**src/rtl/lsched_pkg.sv**
```systemverilog
package lsched_pkg;

    localparam int PHASE_W = 2;

    typedef logic [PHASE_W-1:0] phase_t;

    typedef struct packed {
        phase_t phase;
    } ctr_state_t;

    // slot owned by the link at (row, col) for the selected interleave mode
    function automatic phase_t slot_of(input int row, input int col, input logic four);
        phase_t s;
        if (four) begin
            s = phase_t'(2 * (row % 2) + (col % 2));
        end else begin
            s = phase_t'((row + col) % 2);
        end
        return s;
    endfunction

endpackage

```
**src/rtl/lsched_phase_ctr.sv**
```systemverilog
module lsched_phase_ctr
    import lsched_pkg::*;
(
    input  logic   clk,
    input  logic   rst_n,
    input  logic   cycle_start,
    input  logic   four_phase,
    output phase_t phase_o
);

    ctr_state_t st_d, st_q;
    phase_t     last_slot;

    always_comb begin
        st_d      = st_q;
        last_slot = four_phase ? phase_t'(3) : phase_t'(1);
        if (cycle_start) begin
            st_d.phase = '0;
        end else if (st_q.phase >= last_slot) begin
            st_d.phase = '0;
        end else begin
            st_d.phase = st_q.phase + phase_t'(1);
        end
    end

    always_ff @(posedge clk) begin
        if (!rst_n) begin
            st_q <= '0;
        end else begin
            st_q <= st_d;
        end
    end

    assign phase_o = st_q.phase;

    assert_realign_R2: assert property (@(posedge clk) disable iff (!rst_n)
        cycle_start |=> (phase_o == '0));

    assert_four_step_R3: assert property (@(posedge clk) disable iff (!rst_n)
        (!cycle_start && four_phase && phase_o != phase_t'(3))
            |=> (phase_o == $past(phase_o) + phase_t'(1)));

    assert_two_wrap_R4: assert property (@(posedge clk) disable iff (!rst_n)
        (!cycle_start && !four_phase && phase_o != '0) |=> (phase_o == '0));

endmodule

```
**src/rtl/lsched_slot_map.sv**
```systemverilog
module lsched_slot_map
    import lsched_pkg::*;
#(
    parameter int ROWS = 4,
    parameter int COLS = 4,
    localparam int NLINK = ROWS * COLS
) (
    input  logic               four_phase,
    output phase_t [NLINK-1:0] slot_o
);

    for (genvar r = 0; r < ROWS; r++) begin : g_row
        for (genvar c = 0; c < COLS; c++) begin : g_col
            localparam phase_t SLOT4 = slot_of(r, c, 1'b1);
            localparam phase_t SLOT2 = slot_of(r, c, 1'b0);
            assign slot_o[r*COLS + c] = four_phase ? SLOT4 : SLOT2;
        end
    end

endmodule

```
**src/rtl/lsched_gate.sv**
```systemverilog
module lsched_gate
    import lsched_pkg::*;
#(
    parameter int NLINK = 16
) (
    input  logic               active,
    input  phase_t             phase,
    input  phase_t [NLINK-1:0] slot,
    input  logic   [NLINK-1:0] ready,
    output logic   [NLINK-1:0] en_o
);

    for (genvar i = 0; i < NLINK; i++) begin : g_link
        assign en_o[i] = active && ready[i] && (slot[i] == phase);
    end

endmodule

```
**src/rtl/lsched_top.sv**
```systemverilog
module lsched_top
    import lsched_pkg::*;
#(
    parameter int ROWS = 4,
    parameter int COLS = 4,
    localparam int NLINK = ROWS * COLS
) (
    input  logic             clk,
    input  logic             rst_n,
    input  logic             cycle_start,
    input  logic             four_phase,
    input  logic [NLINK-1:0] data_ready,
    output logic [NLINK-1:0] tx_en,
    output logic [1:0]       phase_idx
);

    phase_t             phase;
    phase_t [NLINK-1:0] slot;

    lsched_phase_ctr u_ctr (
        .clk         (clk),
        .rst_n       (rst_n),
        .cycle_start (cycle_start),
        .four_phase  (four_phase),
        .phase_o     (phase)
    );

    lsched_slot_map #(.ROWS(ROWS), .COLS(COLS)) u_map (
        .four_phase (four_phase),
        .slot_o     (slot)
    );

    lsched_gate #(.NLINK(NLINK)) u_gate (
        .active (rst_n),
        .phase  (phase),
        .slot   (slot),
        .ready  (data_ready),
        .en_o   (tx_en)
    );

    assign phase_idx = phase;

    // no enable while held in reset
    always_comb begin
        if (!rst_n) begin
            assert_reset_quiet_R1: assert (tx_en == '0);
        end
    end

    for (genvar r = 0; r < ROWS; r++) begin : g_chk_row
        for (genvar c = 0; c < COLS; c++) begin : g_chk_col
            localparam int IDX = r * COLS + c;

            assert_ready_gate_R7: assert property (@(posedge clk) disable iff (!rst_n)
                !data_ready[IDX] |-> !tx_en[IDX]);

            if (c < COLS - 1) begin : g_right
                assert_no_adjacent_R8: assert property (@(posedge clk) disable iff (!rst_n)
                    !(tx_en[IDX] && tx_en[IDX + 1]));
            end
            if (r < ROWS - 1) begin : g_down
                assert_no_adjacent_R8: assert property (@(posedge clk) disable iff (!rst_n)
                    !(tx_en[IDX] && tx_en[IDX + COLS]));
            end
        end
    end

    assert_two_phase_silent_R6: assert property (@(posedge clk) disable iff (!rst_n)
        (!four_phase && phase_idx >= 2'd2) |-> (tx_en == '0));

endmodule

```
**config.mk**
```make
export PLATFORM = sky130hd
export DESIGN_NAME = lsched_top
export DESIGN_NICKNAME = d
export VERILOG_FILES = /design/src/rtl/lsched_pkg.sv /design/src/rtl/lsched_phase_ctr.sv /design/src/rtl/lsched_slot_map.sv /design/src/rtl/lsched_gate.sv /design/src/rtl/lsched_top.sv
export SDC_FILE = /design/constraint.sdc
export NUM_CORES = 1
export LEC_CHECK = 0
export BUFFER_PORTS_ARGS = -buffer_cell sky130_fd_sc_hd__buf_2
export CAP_MARGIN = 5
export CORE_AREA = 2 2 39 41
export DETAILED_ROUTE_END_ITERATION = 6
export DIE_AREA = 0 0 41 43
export PLACE_DENSITY = 0.56
export SYNTH_ARGS = -nofsm -noshare
export SYNTH_HDL_FRONTEND = slang
export SYNTH_SLANG_ARGS = --single-unit
```
**constraint.sdc**
```tcl
create_clock -name clk -period 1.5 [get_ports clk]
set_clock_uncertainty 0.15 [all_clocks]
set_input_delay 0.3 -clock clk [delete_from_list [all_inputs] [get_ports clk]]
set_output_delay 0.3 -clock clk [all_outputs]
set_load 0.05 [all_outputs]
```
-- After elaboration in Yosys (flattened, before gate mapping)
Cells that the tools add are included.
- register bits after elaboration: 2
- input bits: 20
- output and inout port bits: 18
- word-level logic and storage cells: 44
- $add $sub $neg: 1
- order comparisons: 1
- equality and inequality tests: 3
- muxes and demuxes: 3
- bitwise operators: 1
- reductions and logical operators: 34
- operator list (operator ; count):
    $logic_and 1x1->1 ; 32
    $mux 2 ; 3
    $eq 2x2->1 ; 2
    $reduce_or 3->1 ; 1
    $add 2x1->2 const B ; 1
    $eq 1x2->1 const A ; 1
    $ge 2x2->1 ; 1
    $logic_not 2->1 ; 1
    $not 1->1 ; 1

-- Depth between registers and ports, before layout
- word-level depth: 3
- mapped depth: 4
- mapped depth without buffers: 4

-- Modules after synthesis
From an unflattened synthesis, not the netlist that was laid out.
- cell total of the unflattened synthesis: 113
- area total of the unflattened synthesis: 869.6 um^2
- by module, submodules not included (module ; times used ; cells an instance ; area each (um^2) ; sequential area each (um^2)):
    lsched_gate ; 1 ; 70 ; 533.0 ; 0.0
    lsched_slot_map ; 1 ; 34 ; 244.0 ; 0.0
    lsched_phase_ctr ; 1 ; 9 ; 92.6 ; 40.0

-- Least setup slack after synthesis
OpenSTA, ideal clock, no wires.
- path kind: reg2out
- start: reg u_ctr.st_q (netlist bit u_ctr.phase_o[1])
- end: out tx_en[12]
- arrival time: 1.531 ns
- required time: 1.050 ns
- slack: -0.481 ns
- cell stages (with the launch flop): 4
- path buffers: 0
- cells stage by stage: dfxtp_1 ha_1 and2_2 and3_1
- cells in the longest elaborated chain, start to end: 2
- RTL lines (element ; line ; RTL):
    from (decl) ; lsched_phase_ctr.sv:11 ; ctr_state_t st_d, st_q;
    from (signal assigned) ; lsched_phase_ctr.sv:30 ; st_q <= st_d;
    $eq 2x2->1 ; lsched_gate.sv:14 ; assign en_o[i] = active && ready[i] && (slot[i] == phase);
    $logic_and 1x1->1 ; lsched_gate.sv:14 ;
    to (decl) ; lsched_top.sv:13 ; output logic [NLINK-1:0] tx_en,
Every way passes these cells.

-- Worst setup path after layout
Ends and elaborated chain as after synthesis.

==> impl_metrics.csv <==
group,metric,value,unit
timing,slew_headroom,79.48,%
clocking,clock_sinks,2,
die,io-pin-count,38,
placement,dp_cells,88,
finish,num_antenna_cells,0,
timing,slew_viol_final,0,
grt,grt_overflow,0,
finish,drive_above_1_share,89.33,%
power,power,0.4079,mW
grt,track_usage,13.03,%
worst_setup_path,arrival,1330,ps
outcome,status,"complete, but fails checks",
power,p_leak,0.3749,nW
finish,final_nets,100,
synthesis,yosysTopAreaCell,"and3_1",
grt,grt_antenna_before_repair,0,
placement,io_buffers,37,
power,p_int,0.2514,mW
routing,drt_iter0_drc,0,
clocking,cts.clk_slew.worst_paths,30,ps
routing,wire_per_inst,10.71,um
routing,drtPass1Iterations,1,
finish,largest_reg_flops,2,
synthesis,ys_ff_latch,2,
grt,grt_pass1_wl,1559,um
worst_setup_path,crit_fanout,8,
synthesis,synth_top_area_share,44.74,%
power,power_frac_comb,56.5,%
finish,design_area,762.0,sq um
routing,routed_wl,975,um
synthesis,syn_area,237.7,sq um
power,pwr_density_cell,535.3,nW/um^2
worst_setup_path,startpoint_type,"register",
synthesis,ys_types,10,
synthesis,seq_area_frac_synth,16.84,%
worst_setup_path,critical-path-top-delay-family,"simple AND/OR/NAND/NOR gates",
worst_setup_path,ff2ff_path_depth,4,
clocking,cts_tree,"built",
min_path,hold_path_end,"u_ctr.phase_o[0]",
worst_setup_path,path_buf_inv,1,
grt,grt_max_degree,10,
clocking,cts_buffers,3,
worst_setup_path,worst-setup-path-type,"register to primary output",
finish,area_delta_synth_final,220.5,%
routing,drc,0,
clocking,hold_buffers,0,
die,num_rows,14,
power,switching_share,38.37,%
min_path,worstHoldPathCells,3,
clocking,clockRootBuffer,"clkbuf_4",
timing,setup_viol,16,
die,start_util,17.18,%
timing,finalCritPeriodShare,118.5,%
power,switchingPower,0.1565,mW
clocking,clk_path_buf_depth,2,
routing,avgViaCountPerCell,4.352,
synthesis,syn_area_per_cell,7.669,sq um
worst_setup_path,ff2ff_setup_slack,380,ps
worst_setup_path,rr_endpoint,"u_ctr.phase_o[1]",
grt,grt_pass1_vias,406,
finish,layout.cells.non_filler,91,
synthesis,syn_nets,54,
clocking,clock_latency,220,ps
power,power.share.clock,29.0,%
timing,tightest_slew,305.5,ps
die,die_y,43,um
worst_setup_path,r2r-start,"u_ctr.phase_o[1]",
min_path,min_path_type,"input port to register",
power,power_frac_seq,14.5,%
worst_setup_path,cp.required,1050,ps
timing,layout_setup_ws,-278.1,ps
routing,postRouteAntennaNets,0,
finish,fillerInstances,117,
worst_setup_path,max_stage_delay,340,ps
min_path,hp-start,"cycle_start",
synthesis,syn_inst,31,
worst_setup_path,crit_path_cell_trace,"ha_4, and2_4, and3_4, buf_8",
timing,grt_setup_unrepaired,"yes",
clocking,htree_levels,1,
outcome,violations,"setup timing",
die,die_w,41,um
worst_setup_path,endpoint_kind,"primary output",
job,maxCapViolCount,0,
timing,hold_violations,0,
die,die_area,1763,sq um
timing,fmax,0.5624,GHz
die,core,1384,sq um
synthesis,netlist_top_cells_area,"and3_1 45%, dfxtp_1 17%, ha_1 16%",
power,ir_drop,0.3263,mV
worst_setup_path,crit_slowest_cell,"dfxtp_4",
synthesis,ys_warn_count,0,
placement,gp_congestion,0.6144,
placement,dpl.hpwl,743.1,um
routing,vias,396,
placement,placedInstanceArea,544.3,sq um
timing,fin_crit,1778,ps
==> cells in the final DEF, fill, tap and decap left out, drive strengths merged <==
master / Yosys / final
and2: 2 / 2
and3: 17 / 17
buf: 0 / 41
clkbuf: 0 / 3
dfxtp: 2 / 2
ha: 3 / 3
inv: 3 / 3
nand2: 1 / 1
nor3b: 1 / 1
xnor2: 1 / 1
xor2: 1 / 1
==> tightest hold or removal path, delay by kind of cell <==
kind	cells	cell delay, ps
and+or+nand+nor	2	190
buffers and inverters	1	80
==> metal layers <==
metal	track usage, %	part of all wire (%)	vias up
li1	-	-	201
met1	12.78	33	178
met4	8.000	0	0
met3	0	7.3	0
met5	0	0	-
met2	24.38	59	17
==> synthesized netlist by cell type, drive strengths merged <==
cell / number
xor2: 1
and3: 17
ha: 3
xnor2: 1
nor3b: 1
dfxtp: 2
nand2: 1
inv: 3
and2: 2
==> power by group through the flow <==
stage / clock network (mW) / registers (mW) / logic (mW)
2_1_floorplan: 0 / 0.0678 / 0.111
3_3_place_gp: 0 / 0.0590 / 0.176
3_5_place_dp: 0 / 0.0592 / 0.178
4_1_cts: 0.130 / 0.0592 / 0.222
5_1_grt: 0.128 / 0.0597 / 0.246
6_report: 0.118 / 0.0592 / 0.230
==> worst max-delay path by stage <==
stage	slack, ps	endpoint	depth (start not counted)	start
finish	-280	tx_en[12]	4	u_ctr.phase_o[1]
CTS	-290	tx_en[6]	4	u_ctr.phase_o[1]
floorplan	-50	tx_en[12]	3	u_ctr.phase_o[1]
detailed placement	-270	tx_en[13]	5	four_phase
global placement	-250	tx_en[7]	6	four_phase
global route	-320	tx_en[15]	4	u_ctr.phase_o[1]
==> layout make-up <==
type / instances / area [sq um] / share of cell area, %
timing repair buffer: 41 / 364.1 / 47.78
clock buffer: 3 / 22.52 / 2.956
tap: 16 / 20.02 / 2.627
inverter: 3 / 13.76 / 1.806
sequential: 2 / 47.55 / 6.240
multi-input combinational: 26 / 294.0 / 38.59
==> per-stage QoR <==
stage          hold slack, ps  TNS (ps)  util, %  worst slack [ps]
4_1_cts                 225.8     -3839    53.44            -293.1
6_report                235.1     -3583    55.06            -278.1
3_3_place_gp            414.0     -2682    39.33            -247.0
3_5_place_dp            417.5     -2766    39.33            -267.0
5_1_grt                 261.2     -4281    55.06            -321.0
2_1_floorplan           358.2    -420.7        -            -52.59
==> cell families after synthesis <==
group,Yosys count,share of synthesized area [%]
xor+xnor,2,7.370
fa+ha+maj,3,15.79
buf+inv,3,4.737
flops,2,16.84
simple gates,21,55.26
==> what timing repair did <==
action / CTS / global route
pin swaps: 2 / 3
cloned: 0 / 0
endpoints found under the setup margin: 16 / 16
resized for setup: 50 / 6
endpoints found under the hold margin: 0 / 0
setup buffers: 0 / 0
(Power assumes the default switching activity.)
